`config.mk`:
```
export PLATFORM = sky130hd
export DESIGN_NAME = bulk_in_segmenter
export DESIGN_NICKNAME = d
export VERILOG_FILES = /design/src/rtl/bis_pkg.sv /design/src/rtl/bis_xfer_track.sv /design/src/rtl/bis_blk_track.sv /design/src/rtl/bis_out_stage.sv /design/src/rtl/bulk_in_segmenter.sv
export SDC_FILE = /design/constraint.sdc
export NUM_CORES = 1
export LEC_CHECK = 0
export BUFFER_PORTS_ARGS = -buffer_cell sky130_fd_sc_hd__buf_2
export CAP_MARGIN = 20
export CORE_MARGIN = 2
export CORE_UTILIZATION = 30
export DETAILED_ROUTE_END_ITERATION = 10
export HOLD_SLACK_MARGIN = 0.06
export PLACE_DENSITY = 0.55
export SLEW_MARGIN = 20
export SYNTH_ARGS = -nofsm -noshare
export SYNTH_HDL_FRONTEND = slang
export SYNTH_SLANG_ARGS = --single-unit
export TNS_END_PERCENT = 50
```
`constraint.sdc`:
```
create_clock -name clk -period 5.8 [get_ports clk]
set_input_delay 0.87 -clock clk [delete_from_list [all_inputs] [get_ports clk]]
set_output_delay 0.87 -clock clk [all_outputs]
set_load 0.02 [all_outputs]
```
`src/rtl/bis_pkg.sv`:
```
package bis_pkg;
  localparam int unsigned BYTE_W = 8;

  typedef struct packed {
    logic [BYTE_W-1:0] data;
    logic              pkt_end;
    logic              last;
    logic              zlp;
  } beat_t;
endpackage

```
`src/rtl/bis_xfer_track.sv`:
```
// Tracks whether a transfer is open and how many bytes it may still carry.
module bis_xfer_track #(
  parameter int unsigned LEN_W = 15
) (
  input  logic             clk,
  input  logic             rst_n,
  input  logic             accept,
  input  logic             sof,
  input  logic             eof,
  input  logic [LEN_W-1:0] len,
  output logic             take,
  output logic             xfer_end
);
  logic             open_q;
  logic [LEN_W-1:0] rem_q;
  logic [LEN_W-1:0] rem_eff;

  always_comb begin
    rem_eff  = open_q ? rem_q : len;
    take     = open_q | sof;
    // whichever end condition comes first closes the transfer
    xfer_end = eof | (rem_eff <= LEN_W'(1));
  end

  always_ff @(posedge clk or negedge rst_n) begin
    if (!rst_n) begin
      open_q <= 1'b0;
      rem_q  <= '0;
    end else if (accept && take) begin
      open_q <= !xfer_end;
      rem_q  <= (rem_eff == '0) ? '0 : rem_eff - LEN_W'(1);
    end
  end
endmodule

```
`src/rtl/bis_blk_track.sv`:
```
// Byte position inside the current packet and the speed latched at its start.
module bis_blk_track #(
  parameter int unsigned HS_BLK = 512,
  parameter int unsigned FS_BLK = 64,
  localparam int unsigned CNT_W = $clog2(HS_BLK)
) (
  input  logic clk,
  input  logic rst_n,
  input  logic step,
  input  logic speed_hs,
  input  logic xfer_end,
  output logic blk_end
);
  localparam logic [CNT_W-1:0] HS_M1 = CNT_W'(HS_BLK - 1);
  localparam logic [CNT_W-1:0] FS_M1 = CNT_W'(FS_BLK - 1);

  logic [CNT_W-1:0] cnt_q;
  logic             hs_q;
  logic             eff_hs;
  logic [CNT_W-1:0] size_m1;

  always_comb begin
    // a fresh packet takes the live speed, an ongoing one keeps its own
    eff_hs  = (cnt_q == '0) ? speed_hs : hs_q;
    size_m1 = eff_hs ? HS_M1 : FS_M1;
    blk_end = (cnt_q == size_m1);
  end

  always_ff @(posedge clk or negedge rst_n) begin
    if (!rst_n) begin
      cnt_q <= '0;
      hs_q  <= 1'b0;
    end else if (step) begin
      hs_q  <= eff_hs;
      // count restarts at every packet or transfer end
      cnt_q <= (blk_end || xfer_end) ? '0 : cnt_q + CNT_W'(1);
    end
  end
endmodule

```
`src/rtl/bis_out_stage.sv`:
```
// Registered output slot plus a pending zero-length marker.
module bis_out_stage
  import bis_pkg::*;
(
  input  logic  clk,
  input  logic  rst_n,
  input  logic  load_v,
  input  beat_t load,
  input  logic  zlp_req,
  input  logic  out_ready,
  output logic  out_valid,
  output beat_t out_beat,
  output logic  can_take
);
  localparam beat_t ZLP_BEAT = '{data: '0, pkt_end: 1'b1, last: 1'b1, zlp: 1'b1};

  logic  valid_q;
  logic  pend_q;
  beat_t beat_q;

  always_ff @(posedge clk or negedge rst_n) begin
    if (!rst_n) begin
      valid_q <= 1'b0;
      pend_q  <= 1'b0;
      beat_q  <= '0;
    end else if (load_v) begin
      valid_q <= 1'b1;
      beat_q  <= load;
      pend_q  <= zlp_req;
    end else if (pend_q && (!valid_q || out_ready)) begin
      valid_q <= 1'b1;
      beat_q  <= ZLP_BEAT;
      pend_q  <= 1'b0;
    end else if (out_ready) begin
      valid_q <= 1'b0;
    end
  end

  assign out_valid = valid_q;
  assign out_beat  = beat_q;
  assign can_take  = (!valid_q || out_ready) && !pend_q;
endmodule

```
`src/rtl/bulk_in_segmenter.sv`:
```
module bulk_in_segmenter
  import bis_pkg::*;
#(
  parameter int unsigned HS_BLK   = 512,
  parameter int unsigned FS_BLK   = 64,
  parameter int unsigned RX_BYTES = 20480,
  localparam int unsigned LEN_W   = $clog2(RX_BYTES + 1)
) (
  input  logic              clk,
  input  logic              rst_n,
  input  logic              speed_hs,
  input  logic              in_valid,
  output logic              in_ready,
  input  logic [BYTE_W-1:0] in_data,
  input  logic              in_sof,
  input  logic              in_eof,
  input  logic [LEN_W-1:0]  in_len,
  output logic              out_valid,
  input  logic              out_ready,
  output logic [BYTE_W-1:0] out_data,
  output logic              out_pkt_end,
  output logic              out_last,
  output logic              out_zlp
);
  generate
    if (FS_BLK < 1 || FS_BLK > HS_BLK) begin : g_bad_sizes
      $error("bulk_in_segmenter: FS_BLK must lie in 1..HS_BLK");
    end
  endgenerate

  logic  accept, step, take, xfer_end, blk_end, can_take;
  beat_t nxt_beat, cur_beat;

  assign in_ready = can_take;
  assign accept   = in_valid && can_take;
  assign step     = accept && take;   // out-of-transfer bytes are consumed only

  bis_xfer_track #(.LEN_W(LEN_W)) u_xfer (
    .clk      (clk),
    .rst_n    (rst_n),
    .accept   (accept),
    .sof      (in_sof),
    .eof      (in_eof),
    .len      (in_len),
    .take     (take),
    .xfer_end (xfer_end)
  );

  bis_blk_track #(.HS_BLK(HS_BLK), .FS_BLK(FS_BLK)) u_blk (
    .clk      (clk),
    .rst_n    (rst_n),
    .step     (step),
    .speed_hs (speed_hs),
    .xfer_end (xfer_end),
    .blk_end  (blk_end)
  );

  always_comb begin
    nxt_beat.data    = in_data;
    nxt_beat.pkt_end = blk_end | xfer_end;
    nxt_beat.last    = xfer_end & ~blk_end;  // short closing packet
    nxt_beat.zlp     = 1'b0;
  end

  bis_out_stage u_out (
    .clk       (clk),
    .rst_n     (rst_n),
    .load_v    (step),
    .load      (nxt_beat),
    .zlp_req   (xfer_end & blk_end),          // exact fill needs a marker
    .out_ready (out_ready),
    .out_valid (out_valid),
    .out_beat  (cur_beat),
    .can_take  (can_take)
  );

  assign out_data    = cur_beat.data;
  assign out_pkt_end = cur_beat.pkt_end;
  assign out_last    = cur_beat.last;
  assign out_zlp     = cur_beat.zlp;
endmodule

```
### Word level (Yosys, flattened, before mapping)

Index checks and enable logic that the tools add are counted.

| word-level totals | value |
|---|---|
| input port bits | 30 |
| output and inout bits | 13 |
| flip-flop bits (word level) | 39 |

| cells by class | value |
|---|---|
| equal/unequal tests | 1 |
| add/sub/neg operators | 2 |
| bitwise operators | 6 |
| reduce and logical (&&, ||, !) cells | 13 |
| muxes and demuxes | 12 |
| magnitude comparators | 1 |

Operators by type and width:

| kind | count |
|---|---|
| $mux 15 | 2 |
| $mux 11 | 2 |
| $mux 9 | 2 |
| $le 15x1->1 const B | 1 |
| $logic_not 15->1 | 1 |
| $sub 15x1->15 const B | 1 |
| $add 9x1->9 const B | 1 |
| $eq 9x9->1 | 1 |
| $logic_not 9->1 | 1 |
| $mux 1 | 6 |
| $logic_and 1x1->1 | 4 |
| $logic_not 1->1 | 3 |
| $or 1x1->1 | 3 |
| $reduce_bool 3->1 | 1 |
| $and 1x1->1 | 2 |
| $logic_or 1x1->1 | 2 |
| $reduce_bool 2->1 | 1 |
| $not 1->1 | 1 |

### Depth between registers and ports, before layout

| depth | value |
|---|---|
| depth after elaboration | 7 |
| mapped depth | 10 |

### Cells and area by module

From an unflattened synthesis, not the netlist that was laid out.

| second synthesis, totals | value |
|---|---|
| cell total of the unflattened synthesis | 297 |
| area total of the unflattened synthesis | 2773.9 um^2 |

Modules (own cells, without submodules):

| module | seq. area each (um^2) | times used | area each (um^2) | cells each |
|---|---|---|---|---|
| bis_xfer_track | 400.4 | 1 | 1491.4 | 178 |
| bis_blk_track | 250.2 | 1 | 659.4 | 68 |
| bis_out_stage | 325.3 | 1 | 584.3 | 45 |
| bulk_in_segmenter | 0.0 | 1 | 38.8 | 6 |

### Worst setup path after synthesis

Ideal clock, no wire load.

| path | value |
|---|---|
| path type | register to register |
| start point | register u_xfer.open_q |
| end point | register u_xfer.rem_q[10] |
| period minus slack after synthesis | 2701 ps |
| setup time | 121 ps |
| arrival | 2580 ps |
| buffers on the path | 4 |
| stages on the path, launching flop included | 11 |
| setup slack | 3099 ps |
| path through | dfrtp_1 > buf_6 > buf_4 > buf_1 > mux2i_1 > ha_1 > o21ai_1 > nor3_1 > a21oi_1 > buf_2 > a22o_1 |

| on the way | value |
|---|---|
| longest elaborated chain between the ends | 3 |
| elaborated cells on any way between the ends | 6 |
| classes of those cells | add/sub (1); mux (2); bitwise (1); reduce/logical (2) |

RTL lines:

| element | line | RTL |
|---|---|---|
| start, declared | bis_xfer_track.sv:14 | `logic open_q;` |
| start signal, assigned | bis_xfer_track.sv:30 | `open_q <= !xfer_end;` |
| $mux 15 | bis_xfer_track.sv:19 | `rem_eff = open_q ? rem_q : len;` |
| $sub 15x1->15 or $logic_not 15->1 (tied branches) | bis_xfer_track.sv:31 | `rem_q <= (rem_eff == '0) ? '0 : rem_eff - LEN_W'(1);` |
| $mux 15 | bis_xfer_track.sv:31 |  |
| end signal, assigned | bis_xfer_track.sv:31 |  |
| end, declared | bis_xfer_track.sv:15 | `logic [LEN_W-1:0] rem_q;` |

Several ways; a longest one is shown, not always the timed one.
A chain may end at the register's enable or synchronous reset.

### Final worst setup path

| path | value |
|---|---|
| start point | register u_xfer.open_q |
| end point | register u_blk.cnt_q[3] |

| on the way | value |
|---|---|
| longest elaborated chain between the ends | 5 |
| elaborated cells on any way between the ends | 7 |
| classes of those cells | order compare (1); mux (2); bitwise (2); reduce/logical (2) |

RTL lines:

| element | line | RTL |
|---|---|---|
| $mux 15 | bis_xfer_track.sv:19 |  |
| $le 15x1->1 | bis_xfer_track.sv:22 | `xfer_end = eof \| (rem_eff <= LEN_W'(1));` |
| $or 1x1->1 | bis_xfer_track.sv:22 |  |
| $logic_or 1x1->1 | bis_blk_track.sv:36 | `cnt_q <= (blk_end \|\| xfer_end) ? '0 : cnt_q + CNT_W'(1);` |
| $mux 9 | bis_blk_track.sv:36 |  |
| end signal, assigned | bis_blk_track.sv:36 |  |
| end, declared | bis_blk_track.sv:17 | `logic [CNT_W-1:0] cnt_q;` |

Several ways; a longest one is shown, not always the timed one.

==> impl_metrics.yaml <==
cts:
  cts_resized: 0
  clockBufferDepth: 2
  numCtsBuffers: 5
  cts_hold_buf: 0
  post-cts-setup-buffers: 0
  cts_sinks: 39
  clk_pin_slew_ns: 0.07
  clk_latency_ns: 0.31
  cts_tree: "yes"
  clock-root-buffer: "clkbuf_8"
  htreeDepth: 2
power:
  p_per_area_nw_per_um2: 359
  sw_frac_of_total: 0.381
  leakagePower_nw: 1.23
  p_switching_mw: 0.373
  p_clk_frac: 0.190
  pwr-share-comb: 0.372
  internal_power_mw: 0.607
  ir_worst_vdd_uv: 149
  seq_power_share: 0.438
floorplanning:
  core_um2: 7650
  io_pins: 43
  fp.dieW_um: 92.3
  std_cell_rows: 32
  die_area_um2: 8520
  initial_core_util: 0.306
  die_h_um: 92.3
sta:
  final_max_slew_viol_count: 0
  hold_viol: 0
  fin_setup_tns_ns: 0
  post-route-min-period_ns: 2.82
  maxSlewHeadroom: 0.390
  worstMarginPinSlew_ns: 0.916
  fin_skew_ns: 0.0173
  hold_ws_ns: 0.475
  fin_crit_sh: 0.486
  fmax_ghz: 0.355
  setup_viol: 0
  rsz0062_at_grt: "no"
worst_setup_path:
  critPathMaxFanout: 31
  worstPathArrival_ns: 3.00
  crit_slowest_cell: "nor4_4"
  crit_required_ns: 5.98
  cp_slowest_stage_delay_ns: 0.58
  path_buf_inv: 2
  end_kind: "flip-flop"
  path_depth: 7
  critical_path_class: "flip-flop to flip-flop"
  r2r_cells: 7
  worstPathCellList: "buf_4, mux2i_1, inv_1, a211o_1, nor4_4, nor3_2, a221o_1"
  startpoint_type: "flip-flop"
  crit_family: "simple AND/OR/NAND/NOR gates"
logic_synthesis:
  syn_nets: 273
  ys_top_cells_by_area: "dfrtp_1, a22o_1, mux2i_1"
  yosys.area.top_type: "dfrtp_1"
  synth-seq-area-share: 0.417
  synth_xor_area_frac: 0.0412
  synthFlopType: "dfrtp_1"
  synth_edf_count: 0
  avgSynthCellArea_um2: 9.79
  synth_simple_gate_area_frac: 0.236
  syn_area_um2: 2340
  synth_warnings: 0
  synth-compound-area-share: 0.185
  synthMuxAreaShare: 0.0615
  yosys.cell_types.count: 55
  synthesis.instances: 239
  synthArstFlopShare: 1.00
  synth_top_family_by_area: "simple AND/OR/NAND/NOR gates"
  synth_top_area_share: 0.417
  synth_fa_ha_area_frac: 0.0214
  ys_seq_elements: 39
placement:
  gp_congestion: 0.773
  numPortBuffers: 42
  post-dp-hpwl_mm: 3.83
routing:
  avgViaCountPerCell: 5.15
  totalWireLength_mm: 5.51
  drtIter0Drc: 151
  postRouteAntennaNets: 0
  num_vias: 1978
  drc: 0
  drt_first_pass_iters: 4
  wl_per_cell_um: 14.4
finish:
  area_growth_pct: 16.7
  antenna_cells: 0
  fin_nets: 315
  drive_gt1_frac: 0.248
global_route:
  grt_max_degree: 40
  antenna_found_initial: 0
  grt_first_pass_wirelength_mm: 9.43
  grt_pass1_vias: 1916
  grtUsageTotal: 0.138
  grt_overflow_total: 0
job:
  max-cap-violations: 0
hold_path:
  min_path_type: "flip-flop to flip-flop"
  min_path_cells: 1
status:
  status: "complete, no violations"
-- power groups by stage --
| stage | clock (mW) | sequential [mW] | combinational, mW |
|---|---|---|---|
| final | 0.186 | 0.429 | 0.365 |
| after global placement | 0 | 0.432 | 0.363 |
| after CTS | 0.195 | 0.428 | 0.368 |
| after detailed placement | 0 | 0.433 | 0.369 |
| after global routing | 0.205 | 0.442 | 0.407 |
| after floorplan | 0 | 0.439 | 0.268 |
-- cell type report --
class	count	area (um^2)
clock buffer	6	72.6
clock inverter	2	12.5
fill	793	4920
inverter	8	30.0
multi-input combinational	182	1280
sequential	39	976
tap	102	128
timing repair buffer	45	233
-- state kept, by name, indices dropped and copies added (netlist names) --
register / cells
u_blk.cnt_q: 9
u_out.pend_q: 1
u_xfer.rem_q: 15
u_out.out_beat: 11
u_blk.hs_q: 1
u_out.out_valid: 1
u_xfer.open_q: 1
-- cell usage in the layout (no fill, tap or decap), drive strengths merged, types with 6 or more instances in the layout --
cell / n
xnor2: 8
nor4: 6
a22o: 16
nor2: 12
inv: 8
buf: 45
mux2i: 11
nor3: 15
nand2: 28
nand3: 12
dfrtp: 39
o21ai: 10
clkbuf: 6
-- logic make-up after synthesis --
logic type / Yosys count
XOR/XNOR: 11
flip-flops: 39
multiplexers: 14
adder cells (fa/ha/maj): 4
AND/OR/NAND/NOR: 99
AO/OA/AOI/OAI: 54
buffers and inverters: 18
-- per-stage QoR --
step	power (mW)	util	setup WS, ns	instance area, um^2	instances
floorplan	0.708	-	3.10	2340	239
global placement	0.795	0.346	2.62	2640	376
detailed placement	0.802	0.346	2.73	2650	376
CTS	0.991	0.357	2.97	2730	384
global route	1.05	0.357	2.79	2730	384
finish	0.980	0.357	2.98	2730	384
-- synthesized netlist by cell type, types with 2 or more instances --
cell type and instances:
a21o_1 3, dfrtp_1 39, xnor2_1 8, nor2_1 12, inv_1 8, a22o_1 14
buf_6 2, a21oi_1 4, o21a_1 2, clkbuf_1 5, ha_1 4, a32o_1 2
o21ai_1 3, o21ai_0 6, nor3_2 2, nand3_1 12, mux2i_1 11, nand2b_1 2
a221o_1 2, or3_1 4, nor3b_1 4, xor2_1 3, nor3_1 13, nor4_1 5
and2_1 2, nand4_1 2, o2bb2ai_1 2, o31ai_1 5, a22o_2 2, mux2_2 3
or2_2 2, nand2_1 28
-- metal layers --
metal  up-vias  track usage  share of wire
met4         0       0.0435          0.014
met5         -            0              0
li1        970            -              -
met3         7       0.0285          0.042
met2        43        0.220           0.48
met1       958        0.188           0.46
-- worst paths after layout --
path	start	slack [ns]	end
setup / recovery	u_xfer.open_q$_DFFE_PN0P_	2.98	u_blk.cnt_q[3]$_DFFE_PN0P_
hold / removal	u_xfer.rem_q[14]$_DFFE_PN0P_	0.48	u_xfer.rem_q[14]$_DFFE_PN0P_
setup reg to reg	u_xfer.open_q$_DFFE_PN0P_	2.98	u_blk.cnt_q[3]$_DFFE_PN0P_
hold reg to reg	u_xfer.rem_q[14]$_DFFE_PN0P_	0.48	u_xfer.rem_q[14]$_DFFE_PN0P_
max in group asynchronous	rst_n	4.52	u_blk.hs_q$_DFFE_PN0P_
min in group asynchronous	rst_n	0.70	u_blk.cnt_q[5]$_DFFE_PN0P_
Power figures use the tool's default switching activity.
